--- config.mk ---
export PLATFORM = sky130hd
export DESIGN_NAME = quad_frame_matcher
export DESIGN_NICKNAME = d
export VERILOG_FILES = /design/src/rtl/qfm_pkg.sv /design/src/rtl/qfm_frame_ctr.sv /design/src/rtl/qfm_track_fsm.sv /design/src/rtl/qfm_hit_dec.sv /design/src/rtl/quad_frame_matcher.sv
export SDC_FILE = /design/constraint.sdc
export NUM_CORES = 1
export LEC_CHECK = 0
export BUFFER_PORTS_ARGS = -buffer_cell sky130_fd_sc_hd__buf_2
export CAP_MARGIN = 10
export CORE_AREA = 2 2 39 41
export DETAILED_ROUTE_END_ITERATION = 10
export DIE_AREA = 0 0 41 43
export PLACE_DENSITY = 0.39
export RECOVER_POWER = 25
export SYNTH_ARGS = -nofsm -noshare
export SYNTH_HDL_FRONTEND = slang
export SYNTH_HIERARCHICAL = 1
export SYNTH_SLANG_ARGS = --single-unit
--- constraint.sdc ---
create_clock -name clk -period 1.38 [get_ports clk]
set_input_delay 0.276 -clock clk [delete_from_list [all_inputs] [get_ports clk]]
set_output_delay 0.276 -clock clk [all_outputs]
set_load 0.03 [all_outputs]
--- src/rtl/qfm_pkg.sv ---
package qfm_pkg;
   localparam int FRAME_LEN = 4;
   localparam int POS_W     = $clog2(FRAME_LEN);
   localparam logic [FRAME_LEN-1:0] CODE_A = 4'b0101;
   localparam logic [FRAME_LEN-1:0] CODE_B = 4'b1001;

   // progress states; ST_TAIL is shared by both codes after bit three
   typedef enum logic [2:0] {
      ST_IDLE = 3'd0,
      ST_Z    = 3'd1,
      ST_O    = 3'd2,
      ST_ZO   = 3'd3,
      ST_OZ   = 3'd4,
      ST_TAIL = 3'd5,
      ST_DEAD = 3'd6
   } qfm_state_e;

   localparam int N_ST = 7;
endpackage

--- src/rtl/qfm_frame_ctr.sv ---
module qfm_frame_ctr #(
   parameter int FRAME_LEN = 4,
   localparam int POS_W    = $clog2(FRAME_LEN)
) (
   input  logic             clk,
   input  logic             rst,
   input  logic             adv,
   output logic [POS_W-1:0] pos,
   output logic             last
);
   generate
      if (FRAME_LEN < 2) begin : g_bad_len
         $error("qfm_frame_ctr: FRAME_LEN must be at least 2");
      end
   endgenerate

   localparam logic [POS_W-1:0] LAST_POS = POS_W'(FRAME_LEN - 1);

   logic [POS_W-1:0] pos_q;

   assign last = (pos_q == LAST_POS);
   assign pos  = pos_q;

   always_ff @(posedge clk) begin
      if (rst)
         pos_q <= '0;
      else if (adv)
         pos_q <= last ? '0 : pos_q + POS_W'(1);
   end
endmodule

--- src/rtl/qfm_track_fsm.sv ---
module qfm_track_fsm
   import qfm_pkg::*;
#(
   parameter int STATE_STYLE = 0   // 0: binary register, 1: one-hot register
) (
   input  logic       clk,
   input  logic       rst,
   input  logic       adv,
   input  logic       bit_in,
   input  logic       last,
   output qfm_state_e state
);
   generate
      if (STATE_STYLE != 0 && STATE_STYLE != 1) begin : g_bad_style
         $error("qfm_track_fsm: STATE_STYLE must be 0 or 1");
      end
   endgenerate

   qfm_state_e cur;
   qfm_state_e nxt;

   always_comb begin
      nxt = cur;
      if (adv) begin
         if (last) begin
            nxt = ST_IDLE;
         end else begin
            unique case (cur)
               ST_IDLE: nxt = bit_in ? ST_O    : ST_Z;
               ST_Z:    nxt = bit_in ? ST_ZO   : ST_DEAD;
               ST_O:    nxt = bit_in ? ST_DEAD : ST_OZ;
               ST_ZO:   nxt = bit_in ? ST_DEAD : ST_TAIL;
               ST_OZ:   nxt = bit_in ? ST_DEAD : ST_TAIL;
               default: nxt = ST_DEAD;
            endcase
         end
      end
   end

   generate
      if (STATE_STYLE == 1) begin : g_onehot
         logic [N_ST-1:0] oh_q;
         always_ff @(posedge clk) begin
            if (rst)
               oh_q <= N_ST'(1);
            else
               oh_q <= N_ST'(1) << nxt;
         end
         always_comb begin
            cur = ST_IDLE;
            for (int i = 0; i < N_ST; i++)
               if (oh_q[i]) cur = qfm_state_e'(3'(i));
         end
      end else begin : g_binary
         qfm_state_e st_q;
         always_ff @(posedge clk) begin
            if (rst)
               st_q <= ST_IDLE;
            else
               st_q <= nxt;
         end
         assign cur = st_q;
      end
   endgenerate

   assign state = cur;
endmodule

--- src/rtl/qfm_hit_dec.sv ---
module qfm_hit_dec
   import qfm_pkg::*;
(
   input  qfm_state_e state,
   input  logic       adv,
   input  logic       bit_in,
   input  logic       last,
   output logic       hit
);
   // only the shared tail state can close a match, and only with a one
   always_comb begin
      hit = 1'b0;
      if (adv && last && state == ST_TAIL)
         hit = bit_in;
   end
endmodule

--- src/rtl/quad_frame_matcher.sv ---
module quad_frame_matcher
   import qfm_pkg::*;
#(
   parameter int STATE_STYLE = 0
) (
   input  logic clk,
   input  logic rst,
   input  logic din,
   input  logic din_vld,
   output logic hit
);
   logic [POS_W-1:0] pos_q;
   logic             at_last;
   qfm_state_e       trk_state;

   qfm_frame_ctr #(.FRAME_LEN(FRAME_LEN)) u_ctr (
      .clk  (clk),
      .rst  (rst),
      .adv  (din_vld),
      .pos  (pos_q),
      .last (at_last)
   );

   qfm_track_fsm #(.STATE_STYLE(STATE_STYLE)) u_fsm (
      .clk    (clk),
      .rst    (rst),
      .adv    (din_vld),
      .bit_in (din),
      .last   (at_last),
      .state  (trk_state)
   );

   qfm_hit_dec u_dec (
      .state  (trk_state),
      .adv    (din_vld),
      .bit_in (din),
      .last   (at_last),
      .hit    (hit)
   );
endmodule

==> impl_metrics.toml, run 1 <==
[finish]
fillers = 141
syn2layout_area_growth_pct = 45.6
fin_util_pct = 28.6
drive_gt1_share_pct = 39.0
seq_area_um2 = 103
layout.nets = 47
postLayoutCellArea_um2 = 395
multi_input_area_um2 = 183
n_antenna_cell = 0

[critical_path]
cp_max_fo = 2
end_kind = "output pin"
cp.arrival_ns = 1.19
slowest_stage = "dfxtp_2"
max_stage_delay_ns = 0.35
startpoint_type = "flop"
cp_cell_sequence = "ha_4 > nand4_1 > nor3b_4 > buf_6"
required_ns = 1.10
crit_type = "flop to output pin"

[job]
maxCapViolCount = 0

[global_routing]
grt-ovfl-total = 0
grt_pass1_wl_um = 966
grt_pass1_vias = 222
grt_max_degree = 8
antenna_found_initial = 0
grt_use_total_pct = 8.95

[clocking]
h-tree-depth = 1
clk_latency_ns = 0.24
cts_tree = "built"
clkSinkCount = 5
root_buffer = "clkbuf_4"
clock_path_buffers = 2
numCtsBuffers = 3
cts_hold_buf = 0
clk_pin_slew_ns = 0.04

[detailed_routing]
wl_um = 562
drc = 0
drtIter0Drc = 4
wl_per_cell_um = 9.86
vias_per_cell = 4.49
firstDrtPassIters = 4
num_vias = 256
detail-route-antenna-nets = 0

[placement]
dp_hpwl_um = 413
dpl_cell_area_um2 = 333
gp_congestion = 0.660
io_buffers = 4

[yosys]
syn_area_um2 = 272
yosysTopAreaCell = "dfxtp_1"
avgSynthCellArea_um2 = 9.36
yosysWarningCount = 6
synthArstFlopShare_pct = 0
yosysTopAreaCellShare_pct = 36.9
ys_types = 20
synth.most_common_cell = "dfxtp_1"
synth_nets = 34
synth_edf_count = 0
synth.area.top_cells = "dfxtp_1, or3b_1, a221oi_2, o21a_1, ha_1"
ys.flop_type = "dfxtp_1"
yosysSeqAreaShare_pct = 36.9
netlist_instances = 29
synth_seq_cells = 5

[sta]
rsz0062_at_grt = "true"
fin_skew_ns = 0.00315
fin_tns_setup_ns = -0.0899
relSlewSlack_pct = 83.5
drv_slew = 0
min_period_ns = 1.47
timing.final.ws_setup_ns = -0.0899
setup_viol = 1
fmax_mhz = 680
finalCritPeriodShare_pct = 107
finalHoldViolCount = 0
worst_pin_slew_ns = 0.247

[floorplanning]
num_rows = 14
io_pins = 5
die_h_um = 43
die-area_um2 = 1760
die_x_um = 41
core_area_um2 = 1380
initial_core_util_pct = 19.6

[power]
leakage_uw = 0.000156
ir_worst_vdd_v = 0.000404
power_density_nw_per_um2 = 998

[min_path]
hp-class = "input port to flop"

[run_status]
violations = "negative setup slack"
outcome = "finished, violations left"
[timing repair]
item | 4_1_cts | 5_1_grt
pin swaps | 2 | 2
resized for setup | 6 | 0
setup buffers | 1 | 1
gates cloned | 0 | 0
setup endpoints to repair | 1 | 1
[cell usage in the layout, fill, tap and decap left out, drive strengths merged, types with 2 or more instances in the layout]
| cell | instances |
|---|---|
| o21a | 2 |
| a221oi | 2 |
| or3b | 2 |
| inv | 2 |
| buf | 8 |
| dfxtp | 5 |
| nor2 | 2 |
| clkbuf | 4 |
| nor3b | 2 |
| o21ai | 2 |
[metal layers]
metal	global-route usage [%]	part of all wire, %	vias up
met3	5.24	5.2	2
li1	-	-	133
met1	10.7	51	116
met4	10.0	1.8	0
met2	9.69	42	5
met5	0	0	-
[where the power goes]
group | total, µW | switching (µW) | internal, µW
Clock | 164 | 54.8 | 109
Combinational | 57.5 | 24.3 | 33.2
Sequential | 173 | 15.2 | 158
[cell type report]
cell class              count  share of cell area (%)
clock buffers               4                    6.65
inverters                   2                    1.90
multi-input cells          22                    46.2
flip-flops and latches      5                    25.9
well taps                  16                    5.06
repair buffers              8                    14.2
[metrics by stage]
stage	hold slack [ns]	instances	setup WS, ns	total power (µW)
detailed placement	0.479	51	0.0654	225
floorplan	0.342	29	0.0546	204
global route	0.266	57	-0.139	428
CTS	0.259	56	-0.109	401
finish	0.265	57	-0.0899	395
global placement	0.469	51	0.0797	223
[cells by family after synthesis]
kind of cell	Yosys count	synth area share, %
buffers and inverters	2	2.77
muxes	1	3.69
AOI/OAI and AO/OA	8	22.6
DFF	5	36.9
adders and majority gates	1	4.61
and+or+nand+nor	12	29.5
[worst paths after layout]
path / startpoint / to / slack (ns) / depth (start not counted)
max: u_ctr/pos[0] / hit / -0.09 / 4
min reg2reg: u_ctr/pos[1] / u_ctr/pos[1] / 0.51 / 2
max reg2reg: u_ctr/pos[0] / u_ctr/pos[0] / 0.08 / 5
min: rst / u_ctr/pos[0] / 0.26 / 2
[worst max-delay path: cells and delay by family (launching register included)]
kind / cells / cell delay (ns)
buffers and inverters: 1 / 0.15
AND/OR/NAND/NOR: 2 / 0.32
flip-flops: 1 / 0.35
adder cells (fa/ha/maj): 1 / 0.14
[sequential cells by signal, indices dropped and copies added, names as in the netlist]
| register | flops |
|---|---|
| u_fsm/state | 3 |
| u_ctr/pos | 2 |
No activity file was read; power rests on OpenSTA's default activity.
==> run 2, diff against run 1 <==
--- a/config.mk
+++ b/config.mk
@@ -12,6 +12,7 @@
 export DIE_AREA = 0 0 41 43
 export PLACE_DENSITY = 0.39
 export RECOVER_POWER = 25
+export REMOVE_ABC_BUFFERS = 1
 export SYNTH_ARGS = -nofsm -noshare
 export SYNTH_HDL_FRONTEND = slang
 export SYNTH_HIERARCHICAL = 1
==> impl_metrics.toml, run 2 (synthesis gave the netlist of run 1 again) <==
[floorplanning]
io_pins = 5
core_area_um2 = 1380
num_rows = 14
initial_core_util_pct = 19.6
die_h_um = 43
die-area_um2 = 1760
die_x_um = 41

[clocking]
clk_latency_ns = 0.24
clk_pin_slew_ns = 0.04
clkSinkCount = 5
cts_hold_buf = 0
cts_tree = "built"
numCtsBuffers = 3
root_buffer = "clkbuf_4"
clock_path_buffers = 2
h-tree-depth = 1

[min_path]
hp-class = "input port to flop"
min_from = "rst"

[finish]
layout.nets = 47
postLayoutCellArea_um2 = 385
final_cells = 57
final_cell_mix = "buf_4, clkbuf_4, buf_2, dfxtp_1"
syn2layout_area_growth_pct = 41.9
largest_register_ffs = 3
drive_gt1_share_pct = 39.0
n_antenna_cell = 0
fin_util_pct = 27.8
final_common_cell = "buf_4"

[global_routing]
grt_pass1_vias = 262
grt_max_degree = 8
grt_pass1_wl_um = 1060
antenna_found_initial = 0
grt_use_total_pct = 9.14
grt-ovfl-total = 0

[detailed_routing]
num_vias = 256
wl_um = 632
firstDrtPassIters = 2
detail-route-antenna-nets = 0
drc = 0
vias_per_cell = 4.49
wl_per_cell_um = 11.1
drtIter0Drc = 6

[sta]
fin_skew_ns = 0.000984
rsz0062_at_grt = "true"
setup_viol = 1
finalCritPeriodShare_pct = 103
timing.final.ws_setup_ns = -0.0480
drv_slew = 0
finalHoldViolCount = 0
relSlewSlack_pct = 84.5
worst_pin_slew_ns = 0.230
min_period_ns = 1.43
fin_tns_setup_ns = -0.0480
fmax_mhz = 700

[power]
ir_worst_vdd_v = 0.000357
power_density_nw_per_um2 = 1050
leakage_uw = 0.000152

[critical_path]
max_stage_delay_ns = 0.35
startpoint_type = "flop"
crit_start = "u_ctr/pos[1]"
cp_max_fo = 2
end_kind = "output pin"
slowest_stage = "dfxtp_2"
cp_cell_sequence = "ha_4 > nand4_1 > nor3b_2 > buf_4"
r2r_start = "u_ctr/pos[1]"
crit_type = "flop to output pin"
required_ns = 1.10
cp.arrival_ns = 1.15

[placement]
gp_congestion = 0.672
io_buffers = 4
dp_hpwl_um = 421
placed_cells = 51
dpl_cell_area_um2 = 327

[run_status]
violations = "negative setup slack"
outcome = "finished, violations left"

[job]
maxCapViolCount = 0
==> run 2: repair_timing <==
item | 4_1_cts | 5_1_grt
resized for setup | 5 | 0
pin swaps | 1 | 2
setup endpoints to repair | 1 | 1
setup buffers | 1 | 1
endpoints found under the hold margin | 0 | 0
==> run 2: layer usage <==
metal	GRT usage, %	wire (µm)
met4	8.00	0
met3	3.14	32
met5	0	0
met2	10.9	308
met1	12.2	291
==> run 2: through the flow <==
step / setup WS [ns] / hold slack, ns / total power (µW)
finish: -0.0480 / 0.277 / 404
global route: -0.137 / 0.272 / 436
CTS: -0.0779 / 0.262 / 412
detailed placement: 0.121 / 0.492 / 223
global placement: 0.148 / 0.473 / 221
floorplan: -0.000192 / 0.342 / 202
==> run 2: final cells by class <==
class	count	area [µm²]
repair buffers	8	52.6
inverters	2	7.51
fillers	153	998
clock buffers	4	26.3
multi-input cells	22	176
well taps	16	20.0
flip-flops and latches	5	103
==> run 2: final timing paths <==
| check | endpoint | slack (ns) | cells after the start |
|---|---|---|---|
| worst min-delay path | u_ctr/pos[0] | 0.28 | 2 |
| worst max register to register | u_ctr/pos[0] | 0.06 | 5 |
| worst min register to register | u_fsm/state[2] | 0.51 | 2 |
| worst max-delay path | hit | -0.05 | 4 |
==> run 2: worst max-delay path, delay by kind of cell, from the launching register on <==
kind,cells,cell delay [ns]
adder cells (fa/ha/maj),1,0.13
buffers and inverters,1,0.18
AND/OR/NAND/NOR,2,0.25
flip-flops,1,0.35
==> run 2: where the power goes <==
part	total [µW]	internal [µW]	switching, µW
Sequential	172	158	13.9
Clock	171	109	62.0
Combinational	60.4	33.8	26.6
Total	404	301	102
==> run 3, diff against run 2 <==
--- a/config.mk
+++ b/config.mk
@@ -7,10 +7,12 @@
 export LEC_CHECK = 0
 export BUFFER_PORTS_ARGS = -buffer_cell sky130_fd_sc_hd__buf_2
 export CAP_MARGIN = 10
+export CELL_PAD_IN_SITES_DETAIL_PLACEMENT = 0
+export CELL_PAD_IN_SITES_GLOBAL_PLACEMENT = 1
 export CORE_AREA = 2 2 39 41
 export DETAILED_ROUTE_END_ITERATION = 10
 export DIE_AREA = 0 0 41 43
-export PLACE_DENSITY = 0.39
+export PLACE_DENSITY = 0.46
 export RECOVER_POWER = 25
 export REMOVE_ABC_BUFFERS = 1
 export SYNTH_ARGS = -nofsm -noshare
==> impl_metrics.toml, run 3 (synthesis gave the netlist of run 1 again) <==
[run_status]
outcome = "finished, violations left"
violations = "negative setup slack"

[finish]
final_cell_mix = "buf_4, clkbuf_4, buf_2, dfxtp_1"
drive_gt1_share_pct = 37.5
syn2layout_area_growth_pct = 39.2
fillers = 150
n_antenna_cell = 0
final_common_cell = "buf_4"
largest_register_ffs = 3
final_cells = 56
layout.nets = 46
fin_util_pct = 27.3

[placement]
placed_cells = 51
dp_hpwl_um = 417
gp_congestion = 0.692
io_buffers = 4

[critical_path]
startpoint_type = "flop"
end_kind = "output pin"
required_ns = 1.10
crit_type = "flop to output pin"
cp_max_fo = 2
cp.arrival_ns = 1.18

[sta]
timing.final.ws_setup_ns = -0.0743
min_period_ns = 1.45
fmax_mhz = 688
finalCritPeriodShare_pct = 105
finalHoldViolCount = 0
fin_tns_setup_ns = -0.0743
rsz0062_at_grt = "true"
relSlewSlack_pct = 83.9
fin_skew_ns = 0.00495
fin_hold_ws_ns = 0.282
setup_viol = 1
worst_pin_slew_ns = 0.241
drv_slew = 0

[clocking]
clk_latency_ns = 0.24
clkSinkCount = 5
root_buffer = "clkbuf_4"
clock_path_buffers = 2
cts_tree = "built"
cts_hold_buf = 0
numCtsBuffers = 3
h-tree-depth = 1
clk_pin_slew_ns = 0.04

[power]
power_frac_seq_pct = 43.4
clockPowerShare_pct = 41.9
power_switching_uw = 97.3
swShare_pct = 24.5
power_density_nw_per_um2 = 1050
ir_worst_vdd_v = 0.000743
combPwrFrac_pct = 14.7
intPower_uw = 300
leakage_uw = 0.000146

[floorplanning]
io_pins = 5
num_rows = 14
die-area_um2 = 1760
die_x_um = 41
initial_core_util_pct = 19.6
core_area_um2 = 1380
die_h_um = 43

[global_routing]
grt_util_met2_pct = 11.6
antenna_found_initial = 0
grt_pass1_vias = 231
grtUsageMet3_pct = 6.28
grt_use_total_pct = 8.84
grt_busiest_layer = "met2"
grt_pass1_wl_um = 993
grtUsageMet1_pct = 10.6
grt-ovfl-total = 0
grt_max_degree = 8

[detailed_routing]
wl_um = 619
wl_per_cell_um = 11.1
drtIter0Drc = 6
detail-route-antenna-nets = 0
drc = 0
firstDrtPassIters = 4
vias_per_cell = 4.48
num_vias = 251

[min_path]
hp-class = "input port to flop"

[job]
maxCapViolCount = 0
## run 3: cell types whose count changed in the layout (fill, tap and decap cells not counted), sizes merged
cell	previous run	this run
buf	8	7
## run 3: per-layer routing
metal	wire, µm	up-vias
li1	-	130
met1	270	114
met2	312	7
met3	35	0
met4	0	0
met5	0	-
## run 3: area by class of cell
| type | instances | area (µm²) | share of cell area, % |
|---|---|---|---|
| Sequential cell | 5 | 103 | 27.2 |
| Multi-Input combinational cell | 22 | 176 | 46.7 |
| Timing Repair Buffer | 7 | 45.0 | 11.9 |
| Tap cell | 16 | 20.0 | 5.30 |
| Inverter | 2 | 7.51 | 1.99 |
| Clock buffer | 4 | 26.3 | 6.95 |
## run 3: path summary, 6_finish.rpt
path | start | endpoint | slack (ns) | cells after the start
worst min register to register | u_fsm/state[2] | u_fsm/state[2] | 0.51 | 2
worst min-delay path | rst | u_ctr/pos[0] | 0.28 | 2
worst max register to register | u_fsm/state[0] | u_fsm/state[0] | 0.19 | 3
worst max-delay path | u_ctr/pos[0] | hit | -0.07 | 4
## run 3: power by group through the flow
stage	Clock, µW	Sequential, µW	Combinational, µW
6_report	167	172	58.7
2_1_floorplan	0	169	33.0
4_1_cts	174	171	52.0
3_5_place_dp	0	172	51.1
5_1_grt	189	174	64.7
3_3_place_gp	0	172	50.3
## run 3: critical path, cell delays in order (launching register included)
cell and delay [ns]:
dfxtp_2 0.35, ha_4 0.13, nand4_1 0.09, nor3b_2 0.20
buf_4 0.18
## run 3: repair_timing
| item | 4_1_cts | 5_1_grt |
|---|---|---|
| resized for setup | 4 | 1 |
| buffers inserted | 0 | 1 |
| hold endpoints to repair | 0 | 0 |
| pin swaps | 0 | 1 |
| endpoints found under the setup margin | 1 | 1 |
## run 3: metrics by stage
step                      instance area [µm²]  worst slack, ns  power (µW)
after CTS                                 360           -0.102         397
after detailed placement                  327            0.113         223
after floorplan                           272        -0.000192         202
after global placement                    327            0.144         222
after global routing                      378           -0.136         428
final                                     378          -0.0743         398
